<file path="src/rtl/sdr_sref_pkg.sv">
package sdr_sref_pkg;

  localparam logic [2:0] OP_PRE_ALL  = 3'b010;
  localparam logic [2:0] OP_SR_ENTER = 3'b101;
  localparam logic [2:0] OP_SR_EXIT  = 3'b110;

  typedef struct packed {
    logic cs_n;
    logic ras_n;
    logic cas_n;
    logic we_n;
  } pin_cmd_t;

  localparam pin_cmd_t PIN_NOP = '{cs_n: 1'b0, ras_n: 1'b1, cas_n: 1'b1, we_n: 1'b1};
  localparam pin_cmd_t PIN_PRE = '{cs_n: 1'b0, ras_n: 1'b0, cas_n: 1'b1, we_n: 1'b0};
  localparam pin_cmd_t PIN_REF = '{cs_n: 1'b0, ras_n: 1'b0, cas_n: 1'b0, we_n: 1'b1};
  localparam pin_cmd_t PIN_ACT = '{cs_n: 1'b0, ras_n: 1'b0, cas_n: 1'b1, we_n: 1'b1};

  typedef enum logic [2:0] {
    ST_IDLE,
    ST_ACC,
    ST_PRE,
    ST_ARF,
    ST_SREF,
    ST_WAKE,
    ST_XSR
  } seq_state_e;

endpackage

</file>
<file path="src/rtl/sdr_wait_cnt.sv">
module sdr_wait_cnt #(
  parameter int W = 4
) (
  input  logic         clk_i,
  input  logic         rst_ni,
  input  logic         load_i,
  input  logic [W-1:0] val_i,
  output logic         done_o
);

  logic [W-1:0] cnt_q;

  always_ff @(posedge clk_i or negedge rst_ni) begin
    if (!rst_ni)            cnt_q <= '0;
    else if (load_i)        cnt_q <= val_i;
    else if (cnt_q != '0)   cnt_q <= cnt_q - 1'b1;
  end

  assign done_o = (cnt_q == '0);

  a_r2_count_down: assert property (@(posedge clk_i) disable iff (!rst_ni)
    (!load_i && !done_o) |=> (cnt_q == $past(cnt_q) - 1'b1));

endmodule

</file>
<file path="src/rtl/sdr_ref_timer.sv">
module sdr_ref_timer #(
  parameter int INTERVAL = 390
) (
  input  logic clk_i,
  input  logic rst_ni,
  input  logic run_i,
  input  logic ack_i,
  output logic due_o
);

  localparam int CW = $clog2(INTERVAL);
  localparam logic [CW-1:0] LAST = CW'(INTERVAL - 1);

  logic [CW-1:0] cnt_q;
  logic          due_q;
  logic          wrap;

  assign wrap = (cnt_q == LAST);

  always_ff @(posedge clk_i or negedge rst_ni) begin
    if (!rst_ni) begin
      cnt_q <= '0;
      due_q <= 1'b0;
    end else if (!run_i) begin
      cnt_q <= '0;
      due_q <= 1'b0;
    end else begin
      cnt_q <= wrap ? '0 : cnt_q + 1'b1;
      due_q <= wrap | (due_q & ~ack_i);
    end
  end

  assign due_o = due_q;

  a_r8_ack_clears_due: assert property (@(posedge clk_i) disable iff (!rst_ni)
    (run_i && ack_i && !wrap) |=> !due_o);

  a_r11_idle_when_stopped: assert property (@(posedge clk_i) disable iff (!rst_ni)
    !run_i |=> !due_o);

endmodule

</file>
<file path="src/rtl/sdr_sref_seq.sv">
module sdr_sref_seq
  import sdr_sref_pkg::*;
#(
  parameter int TRP     = 3,
  parameter int TRFC    = 7,
  parameter int TACC    = 4,
  parameter int TWAKE   = 2,
  parameter int TXSR    = 10,
  parameter int REF_INT = 390
) (
  input  logic       clk_i,
  input  logic       rst_ni,
  input  logic       cmd_we_i,
  input  logic [2:0] cmd_i,
  input  logic       arf_we_i,
  input  logic       arf_en_i,
  input  logic       req_i,
  output logic       gnt_o,
  output logic       rej_o,
  output logic       err_o,
  output logic       busy_o,
  output logic       sref_o,
  output logic       sd_cs_n_o,
  output logic       sd_ras_n_o,
  output logic       sd_cas_n_o,
  output logic       sd_we_n_o,
  output logic       sd_cke_o,
  output logic       sd_clk_en_o,
  output logic       sd_dqm_o
);

  localparam int M1   = (TRP > TRFC) ? TRP : TRFC;
  localparam int M2   = (TACC > TWAKE) ? TACC : TWAKE;
  localparam int M3   = (M1 > M2) ? M1 : M2;
  localparam int MAXT = (M3 > TXSR) ? M3 : TXSR;
  localparam int WW   = $clog2(MAXT) + 1;

  seq_state_e st_q, st_d;
  pin_cmd_t   pin_q, pin_d;
  logic       cke_q, cke_d;
  logic       clk_en_q, clk_en_d;
  logic       gnt_q, gnt_d;
  logic       rej_q, rej_d;
  logic       err_q, err_d;
  logic       closed_q, closed_d;
  logic       arf_en_q;
  logic       ld;
  logic [WW-1:0] ld_val;
  logic       wait_done;
  logic       ref_due;
  logic       ref_ack;
  logic       timer_run;
  logic       in_sref;

  sdr_wait_cnt #(.W(WW)) u_wait (
    .clk_i  (clk_i),
    .rst_ni (rst_ni),
    .load_i (ld),
    .val_i  (ld_val),
    .done_o (wait_done)
  );

  assign in_sref   = (st_q == ST_SREF) || (st_q == ST_WAKE);
  assign timer_run = arf_en_q && !in_sref && (st_q != ST_XSR);

  sdr_ref_timer #(.INTERVAL(REF_INT)) u_ref (
    .clk_i  (clk_i),
    .rst_ni (rst_ni),
    .run_i  (timer_run),
    .ack_i  (ref_ack),
    .due_o  (ref_due)
  );

  always_comb begin
    st_d     = st_q;
    pin_d    = PIN_NOP;
    cke_d    = cke_q;
    clk_en_d = clk_en_q;
    gnt_d    = 1'b0;
    rej_d    = 1'b0;
    err_d    = 1'b0;
    closed_d = closed_q;
    ld       = 1'b0;
    ld_val   = '0;
    ref_ack  = 1'b0;
    unique case (st_q)
      ST_IDLE: begin
        // software command outranks a pending refresh, which outranks access
        if (cmd_we_i && cmd_i == OP_PRE_ALL) begin
          st_d     = ST_PRE;
          pin_d    = PIN_PRE;
          closed_d = 1'b1;
          ld       = 1'b1;
          ld_val   = WW'(TRP - 1);
        end else if (cmd_we_i && cmd_i == OP_SR_ENTER) begin
          if (closed_q) begin
            st_d    = ST_SREF;
            pin_d   = PIN_REF;
            cke_d   = 1'b0;
            ref_ack = 1'b1;
          end else begin
            err_d = 1'b1;
          end
        end else if (ref_due) begin
          if (closed_q) begin
            st_d    = ST_ARF;
            pin_d   = PIN_REF;
            ref_ack = 1'b1;
            ld      = 1'b1;
            ld_val  = WW'(TRFC - 1);
          end else begin
            st_d     = ST_PRE;
            pin_d    = PIN_PRE;
            closed_d = 1'b1;
            ld       = 1'b1;
            ld_val   = WW'(TRP - 1);
          end
        end else if (req_i) begin
          st_d     = ST_ACC;
          pin_d    = PIN_ACT;
          gnt_d    = 1'b1;
          closed_d = 1'b0;
          ld       = 1'b1;
          ld_val   = WW'(TACC - 1);
        end
      end
      ST_ACC, ST_PRE, ST_ARF, ST_XSR: begin
        if (wait_done) st_d = ST_IDLE;
      end
      ST_SREF: begin
        clk_en_d = 1'b0;
        rej_d    = req_i;
        if (cmd_we_i && cmd_i == OP_SR_EXIT) begin
          st_d     = ST_WAKE;
          clk_en_d = 1'b1;
          ld       = 1'b1;
          ld_val   = WW'(TWAKE - 1);
        end
      end
      ST_WAKE: begin
        rej_d = req_i;
        if (wait_done) begin
          st_d   = ST_XSR;
          cke_d  = 1'b1;
          ld     = 1'b1;
          ld_val = WW'(TXSR - 1);
        end
      end
      default: st_d = ST_IDLE;
    endcase
  end

  always_ff @(posedge clk_i or negedge rst_ni) begin
    if (!rst_ni) begin
      st_q     <= ST_IDLE;
      pin_q    <= PIN_NOP;
      cke_q    <= 1'b1;
      clk_en_q <= 1'b1;
      gnt_q    <= 1'b0;
      rej_q    <= 1'b0;
      err_q    <= 1'b0;
      closed_q <= 1'b0;
      arf_en_q <= 1'b0;
    end else begin
      st_q     <= st_d;
      pin_q    <= pin_d;
      cke_q    <= cke_d;
      clk_en_q <= clk_en_d;
      gnt_q    <= gnt_d;
      rej_q    <= rej_d;
      err_q    <= err_d;
      closed_q <= closed_d;
      if (arf_we_i) arf_en_q <= arf_en_i;
    end
  end

  assign gnt_o       = gnt_q;
  assign rej_o       = rej_q;
  assign err_o       = err_q;
  assign busy_o      = (st_q == ST_ACC) || (st_q == ST_PRE) || (st_q == ST_ARF) ||
                       (st_q == ST_WAKE) || (st_q == ST_XSR);
  assign sref_o      = in_sref;
  assign sd_cs_n_o   = pin_q.cs_n;
  assign sd_ras_n_o  = pin_q.ras_n;
  assign sd_cas_n_o  = pin_q.cas_n;
  assign sd_we_n_o   = pin_q.we_n;
  assign sd_cke_o    = cke_q;
  assign sd_clk_en_o = clk_en_q;
  assign sd_dqm_o    = (st_q != ST_ACC);

  a_r3_entry_is_refresh: assert property (@(posedge clk_i) disable iff (!rst_ni)
    $fell(cke_q) |-> (pin_q == PIN_REF));

  a_r4_err_keeps_normal: assert property (@(posedge clk_i) disable iff (!rst_ni)
    err_q |-> (cke_q && !sref_o));

  a_r5_no_ref_in_sref: assert property (@(posedge clk_i) disable iff (!rst_ni)
    (sref_o && $past(sref_o)) |-> (pin_q != PIN_REF));

  a_r5_clock_gated: assert property (@(posedge clk_i) disable iff (!rst_ni)
    (st_q == ST_SREF && $past(st_q) == ST_SREF) |-> !clk_en_q);

  a_r6_no_grant_in_sref: assert property (@(posedge clk_i) disable iff (!rst_ni)
    sref_o |-> !gnt_q);

  a_r7_clock_before_cke: assert property (@(posedge clk_i) disable iff (!rst_ni)
    $rose(cke_q) |-> (clk_en_q && $past(clk_en_q)));

  a_r8_ref_banks_closed: assert property (@(posedge clk_i) disable iff (!rst_ni)
    (pin_q == PIN_REF) |-> closed_q);

  a_r9_no_cmd_in_access: assert property (@(posedge clk_i) disable iff (!rst_ni)
    (st_q == ST_ACC && $past(st_q) == ST_ACC) |-> (pin_q == PIN_NOP));

endmodule

</file>
<file path="config.mk">
export PLATFORM = sky130hd
export DESIGN_NAME = sdr_sref_seq
export DESIGN_NICKNAME = d
export VERILOG_FILES = /design/src/rtl/sdr_sref_pkg.sv /design/src/rtl/sdr_wait_cnt.sv /design/src/rtl/sdr_ref_timer.sv /design/src/rtl/sdr_sref_seq.sv
export SDC_FILE = /design/constraint.sdc
export NUM_CORES = 1
export LEC_CHECK = 0
export BUFFER_PORTS_ARGS = -buffer_cell sky130_fd_sc_hd__buf_4
export CORE_UTILIZATION = 55
export CTS_BUF_LIST = sky130_fd_sc_hd__clkbuf_4 sky130_fd_sc_hd__clkbuf_8 sky130_fd_sc_hd__clkbuf_16
export CTS_CLUSTER_SIZE = 10
export DETAILED_ROUTE_END_ITERATION = 10
export PLACE_DENSITY = 0.77
export REMOVE_ABC_BUFFERS = 1
export SETUP_SLACK_MARGIN = 0.4
export SLEW_MARGIN = 5
export SYNTH_ARGS = -nofsm -noshare
export SYNTH_HDL_FRONTEND = slang
export SYNTH_SLANG_ARGS = --single-unit
export TNS_END_PERCENT = 100
</file>
<file path="constraint.sdc">
create_clock -name clk_i -period 2.6 [get_ports clk_i]
set_input_delay 0.65 -clock clk_i [delete_from_list [all_inputs] [get_ports clk_i]]
set_output_delay 0.65 -clock clk_i [all_outputs]
set_load 0.02 [all_outputs]
</file>
-- Word level (Yosys, flattened, before mapping)
Index checks and enable logic that the tools add are counted.
- memories kept: 0
- memory bits (writable): 0
- bits in read-only memories: 0
- latch bits: 0
- word-level logic and storage cells: 123
- register bits after elaboration: 29
- reductions and logical operators: 22
- shifts and indexed selects: 0
- add/sub/neg operators: 2
- order comparisons: 0
- eq/ne operators: 21
- mux-type cells: 60
- bitwise operators: 3
- multiply operators: 0
- divide/modulo/power cells: 0
- operators by type and width (cell ; number):
    3-bit 2-to-1 mux ; 11
    1-bit 2-to-1 mux ; 31
    5-bit 2-to-1 mux ; 5
    4-bit 2-to-1 mux ; 5
    9-bit 2-to-1 mux ; 2
    3-bit == test, second input constant ; 5
    5-bit one-hot mux with 3 select lines ; 1
    3-bit one-hot mux with 4 select lines ; 1
    5-bit AND reduction ; 2
    9-bit by 1-bit adder with 9-bit output, second input constant ; 1
    3-bit by 2-bit == test with 1-bit output, second input constant ; 3
    9-bit == test, second input constant ; 1
    2-bit != test, second input constant ; 4
    2-bit by 1-bit != test with 1-bit output, second input constant ; 3
    1-bit logical AND ; 5
    5-bit zero test ; 1
    1-bit logical OR ; 5
    5-bit by 4-bit != test with 1-bit output, second input constant ; 1
    5-bit nonzero test ; 1
    5-bit by 1-bit subtractor with 5-bit output, second input constant ; 1
    2-bit 2-to-1 mux ; 2
    4-bit != test, second input constant ; 1
    2-bit nonzero test ; 2
    4-bit OR reduction ; 1
    13 further kinds ; 13

-- Longest topological paths before layout
- word-level depth: 9
- gate-level depth with buffers: 6

-- By module
From an unflattened synthesis, not the netlist that was laid out.
- cells, all modules: 151
- area, all modules: 1534.0 um2
- by module, submodules not included (module ; times used ; area each (um2) ; cells an instance):
    sdr_sref_seq ; 1 ; 750.7 ; 77
    sdr_ref_timer ; 1 ; 504.2 ; 47
    sdr_wait_cnt ; 1 ; 279.0 ; 27

-- Worst setup path after synthesis
OpenSTA, ideal clock, no wires.
- kind: input to register
- start point: in cmd_i[1]
- end point: reg st_q[0]
- setup slack: 0.734 ns
- stages: 4
- path buffers: 0
- arrival time: 1.739 ns
- cells stage by stage: nand4b_2 -> mux2_2 -> a31oi_4 -> mux2_1
- word-level cells in the longest chain between the ends: 5
- elaborated cells between the ends (all ways): 13
- those cells by class: 6 x eq/ne; 3 x mux; 4 x reduce/logical
- ends and longest elaborated chain (what ; RTL line ; text):
    start: declaration ; sdr_sref_seq.sv:14 ; input logic [2:0] cmd_i,
    3-bit == test ; sdr_sref_seq.sv:95 ; end else if (cmd_we_i && cmd_i == OP_SR_ENTER) begin
    1-bit logical AND ; sdr_sref_seq.sv:95 ;
    3-bit 2-to-1 mux ; sdr_sref_seq.sv:95 ;
    3-bit 2-to-1 mux ; sdr_sref_seq.sv:89 ; if (cmd_we_i && cmd_i == OP_PRE_ALL) begin
    3-bit one-hot mux with 4 select lines ; sdr_sref_seq.sv:86 ; unique case (st_q)
    end signal: assignment ; sdr_sref_seq.sv:165 ; st_q <= st_d;
    end: declaration ; sdr_sref_seq.sv:38 ; seq_state_e st_q, st_d;
Parallel ways exist; a longest one is shown, timed or not.
A chain may end at the register's enable or synchronous reset.

-- Worst setup path in the final report
- start point: reg st_q[0]
- end point: out busy_o
- word-level cells in the longest chain between the ends: 5
- elaborated cells between the ends (all ways): 9
- those cells by class: 5 x eq/ne; 4 x reduce/logical
- ends and longest elaborated chain (what ; RTL line ; text):
    3-bit by 1-bit == test with 1-bit output / 3-bit by 2-bit == test with 1-bit output (equally long branches) ; sdr_sref_seq.sv:180 ; assign busy_o = (st_q == ST_ACC) || (st_q == ST_PRE) || (st_q == ST_ARF) ||
    1-bit logical OR (3 in a row) ; sdr_sref_seq.sv:180 ;
    1-bit logical OR (*) ; sdr_sref_seq.sv:181 ; (st_q == ST_WAKE) || (st_q == ST_XSR);
    end: declaration ; sdr_sref_seq.sv:21 ; output logic busy_o,
Mark *: on every way between the ends. The rest lies on a longest branch, timed or not.

==> flow_metrics.env <==
export IMPL_status="finished clean"
export IMPL_drive_above_1_share_pct=23.0
export IMPL_synth_common_cells="dfrtp_1, nor2_1, nand2_1"
export IMPL_yosysWarningCount=0
export IMPL_synthCells=155
export IMPL_clk_pin_slew_ns=0.15
export IMPL_grt_pass1_wl_mm=4.79
export IMPL_relSlewSlack_pct=59.4
export IMPL_drt_initial_drc_count=41
export IMPL_r2r_start="u_wait.cnt_q[0]"
export IMPL_htree_num_levels=1
export IMPL_slew_violations=0
export IMPL_drt_first_pass_iters=4
export IMPL_vias=1226
export IMPL_synth_seq_area_share_pct=46.1
export IMPL_crit_required_ns=1.95
export IMPL_ant_nets=0
export IMPL_grt_util_met2_pct=33.3
export IMPL_critical_path_class="reg2out"
export IMPL_synthMuxAreaShare_pct=3.67
export IMPL_synthDistinctLibCells=48
export IMPL_largest_reg_flops=9
export IMPL_diodes=0
export IMPL_reg2reg_setup_slack_ns=0.81
export IMPL_cts_buffers=3
export IMPL_setup_tns_ns=0
export IMPL_post_place_ws_ns=0.505
export IMPL_die_area_mm2=0.00300
export IMPL_root_buffer="clkbuf_4"
export IMPL_clock_sinks=28
export IMPL_cts_tree="built"
export IMPL_arrival_ns=1.45
export IMPL_yosysTopAreaCell="dfrtp_1"
export IMPL_synth_edff_count=0
export IMPL_r2r_end="st_q[0]"
export IMPL_endpoint="busy_o"
export IMPL_fmax_mhz=477
export IMPL_synth_avg_cell_area_um2=9.90
export IMPL_nFillCells=217
export IMPL_area_growth_pct=14.3
export IMPL_vdd_drop_max_mv=0.989
export IMPL_via_per_inst=6.01
export IMPL_synth_compound_area_share_pct=12.0
export IMPL_endpoint_kind="output pin"
export IMPL_hold_viol=0
export IMPL_grt_pass1_vias=1030
export IMPL_skew_ns=0.00998
export IMPL_antenna_found_initial=0
export IMPL_die_x_um=54.8
export IMPL_final_cells=204
export IMPL_p_leak_nw=0.788
export IMPL_rsz0062_at_grt="false"
export IMPL_drc=0
export IMPL_critPathMaxFanout=16
export IMPL_cap_viol_max_count=0
export IMPL_synthSimpleGateAreaFrac_pct=27.1
export IMPL_placementRows=18
export IMPL_hp_class="in2async"
export IMPL_top_regs="u_ref.cnt_q (9), u_wait.cnt_q (5), st_q (3)"
export IMPL_setup_violations=0
export IMPL_ys_flop_type="dfrtp_1"
export IMPL_ys_ff_latch=28
export IMPL_top_register="u_ref.cnt_q"
export IMPL_period_share_pct=80.7
export IMPL_post_place_cells=200
export IMPL_grt_ovfl_total=0
export IMPL_syn_area_mm2=0.00153
export IMPL_die_h_um=54.8
export IMPL_cp_start_kind="register"
export IMPL_power_density_mw_per_mm2=992
export IMPL_wl_per_cell_um=15.2
export IMPL_nNetsFinal=187
export IMPL_cts_hold_buf=0
export IMPL_worst_slack_ns=0.503
export IMPL_dp_hpwl_mm=2.24
export IMPL_ys_top_cells_by_area="dfrtp_1, dfstp_2, nor2_1"
export IMPL_cts_buffer_depth=2
export IMPL_core_area_mm2=0.00254
export IMPL_ios=21
export IMPL_async_reset_ff_share_pct=100
export IMPL_grt_busiest_layer="met1"
export IMPL_crit_start="st_q[0]"
export IMPL_fin_util_pct=68.9
export IMPL_synth_most_common_cell="dfrtp_1"
export IMPL_synth_xor_area_share_pct=5.71
export IMPL_grt_use_met3_pct=2.50
export IMPL_reg2reg_depth=6
export IMPL_synth_fa_ha_area_share_pct=2.45
export IMPL_routed_wl_mm=3.11
export IMPL_io_buffers=19
export IMPL_routabilityCongestion=0.762
export IMPL_fin_crit_ns=2.10
export IMPL_clock_latency_ns=0.33
export IMPL_start_util_pct=60.3
export IMPL_synth_top_family_by_area="simple AND/OR/NAND/NOR gates"
export IMPL_yosysTopAreaCellShare_pct=37.5
export IMPL_grt_util_all_layers_pct=22.9
export IMPL_worst_pin_slew_ns=0.606
export IMPL_grt_met1_usage_pct=34.6
export IMPL_grt_max_degree=29
repair_timing:
| item | 4_1_cts | 5_1_grt |
|---|---|---|
| gates resized for setup | 0 | 2 |
| setup endpoints to repair | 0 | 2 |
| buffers inserted | 0 | 0 |
| hold endpoints to repair | 0 | 0 |
how the worst min path moves through the flow:
stage,from,end,slack [ns],cells past startpoint
after floorplan,rst_ni,arf_en_q,0.35,0
after global placement,arf_en_q,arf_en_q,0.52,1
after detailed placement,u_wait.cnt_q[4],u_wait.cnt_q[4],0.53,2
after CTS,rst_ni,u_ref.cnt_q[6],0.21,1
after global routing,rst_ni,u_ref.cnt_q[6],0.21,1
final,rst_ni,u_ref.cnt_q[8],0.20,1
final cells by class:
class	instances	area, um2	area share, %
Timing Repair Buffer	20	150	8.57
Clock inverter	1	30.0	1.71
Multi-Input combinational cell	117	785	44.8
Inverter	5	18.8	1.07
Sequential cell	28	709	40.5
Tap cell	30	37.5	2.14
Clock buffer	3	22.5	1.28
cells by family (layout without fill, tap and decap cells):
group | count (synthesis) | after routing
AOI/OAI and AO/OA | 24 | 24
xor gates and xnor gates | 10 | 10
adders and majority gates | 3 | 3
buffers and inverters | 10 | 29
DFF | 28 | 28
muxes | 5 | 5
other | 1 | 1
and+or+nand+nor | 74 | 74
critical path, cell delays in order (launching register included):
cell and delay (ns):
dfrtp_1 0.65, and3_1 0.27, nor2_1 0.05, buf_4 0.16
power by group:
| group | total (W) | switching (W) | internal [W] |
|---|---|---|---|
| combinational | 0.000749 | 0.000407 | 0.000342 |
| clock | 0.000284 | 0.000128 | 0.000156 |
| sequential | 0.000706 | 0.000153 | 0.000553 |
| total | 0.00174 | 0.000688 | 0.00105 |
stage by stage:
| stage | power, W | hold slack, ns | instance area (um2) |
|---|---|---|---|
| CTS | 0.00175 | 0.212 | 1750 |
| global placement | 0.00143 | 0.516 | 1700 |
| global route | 0.00186 | 0.213 | 1750 |
| detailed placement | 0.00145 | 0.534 | 1700 |
| finish | 0.00174 | 0.201 | 1750 |
| floorplan | 0.00121 | 0.354 | 1510 |
cells in the final DEF, fill, tap and decap left out, types with 2 or more instances in the layout:
cell      Yosys  routed
nor2_1       21      21
dfrtp_1      23      21
buf_4         1      20
nand2_1      14      14
nand3_1      10      10
xor2_1        7       7
inv_1         5       5
dfstp_2       5       5
nor3_1        4       4
a21oi_1       4       4
nor2b_1       3       3
nand4_1       3       3
xnor2_1       3       3
o21ai_0       3       3
mux2_2        3       3
a31oi_1       3       3
ha_1          3       3
clkbuf_4      0       3
nand3b_1      2       2
and4b_1       2       2
and3_1        2       2
and2_1        2       2
o21ai_1       2       2
a22oi_1       2       2
mux2_1        2       2
dfrtp_2       0       2
routing by layer:
layer / vias to the layer above / part of all wire, %
met1: 588 / 48
li1: 584 / -
met2: 50 / 45
met4: 0 / 1.2
met5: - / 0
met3: 4 / 5.7
Power figures use the tool's default switching activity.
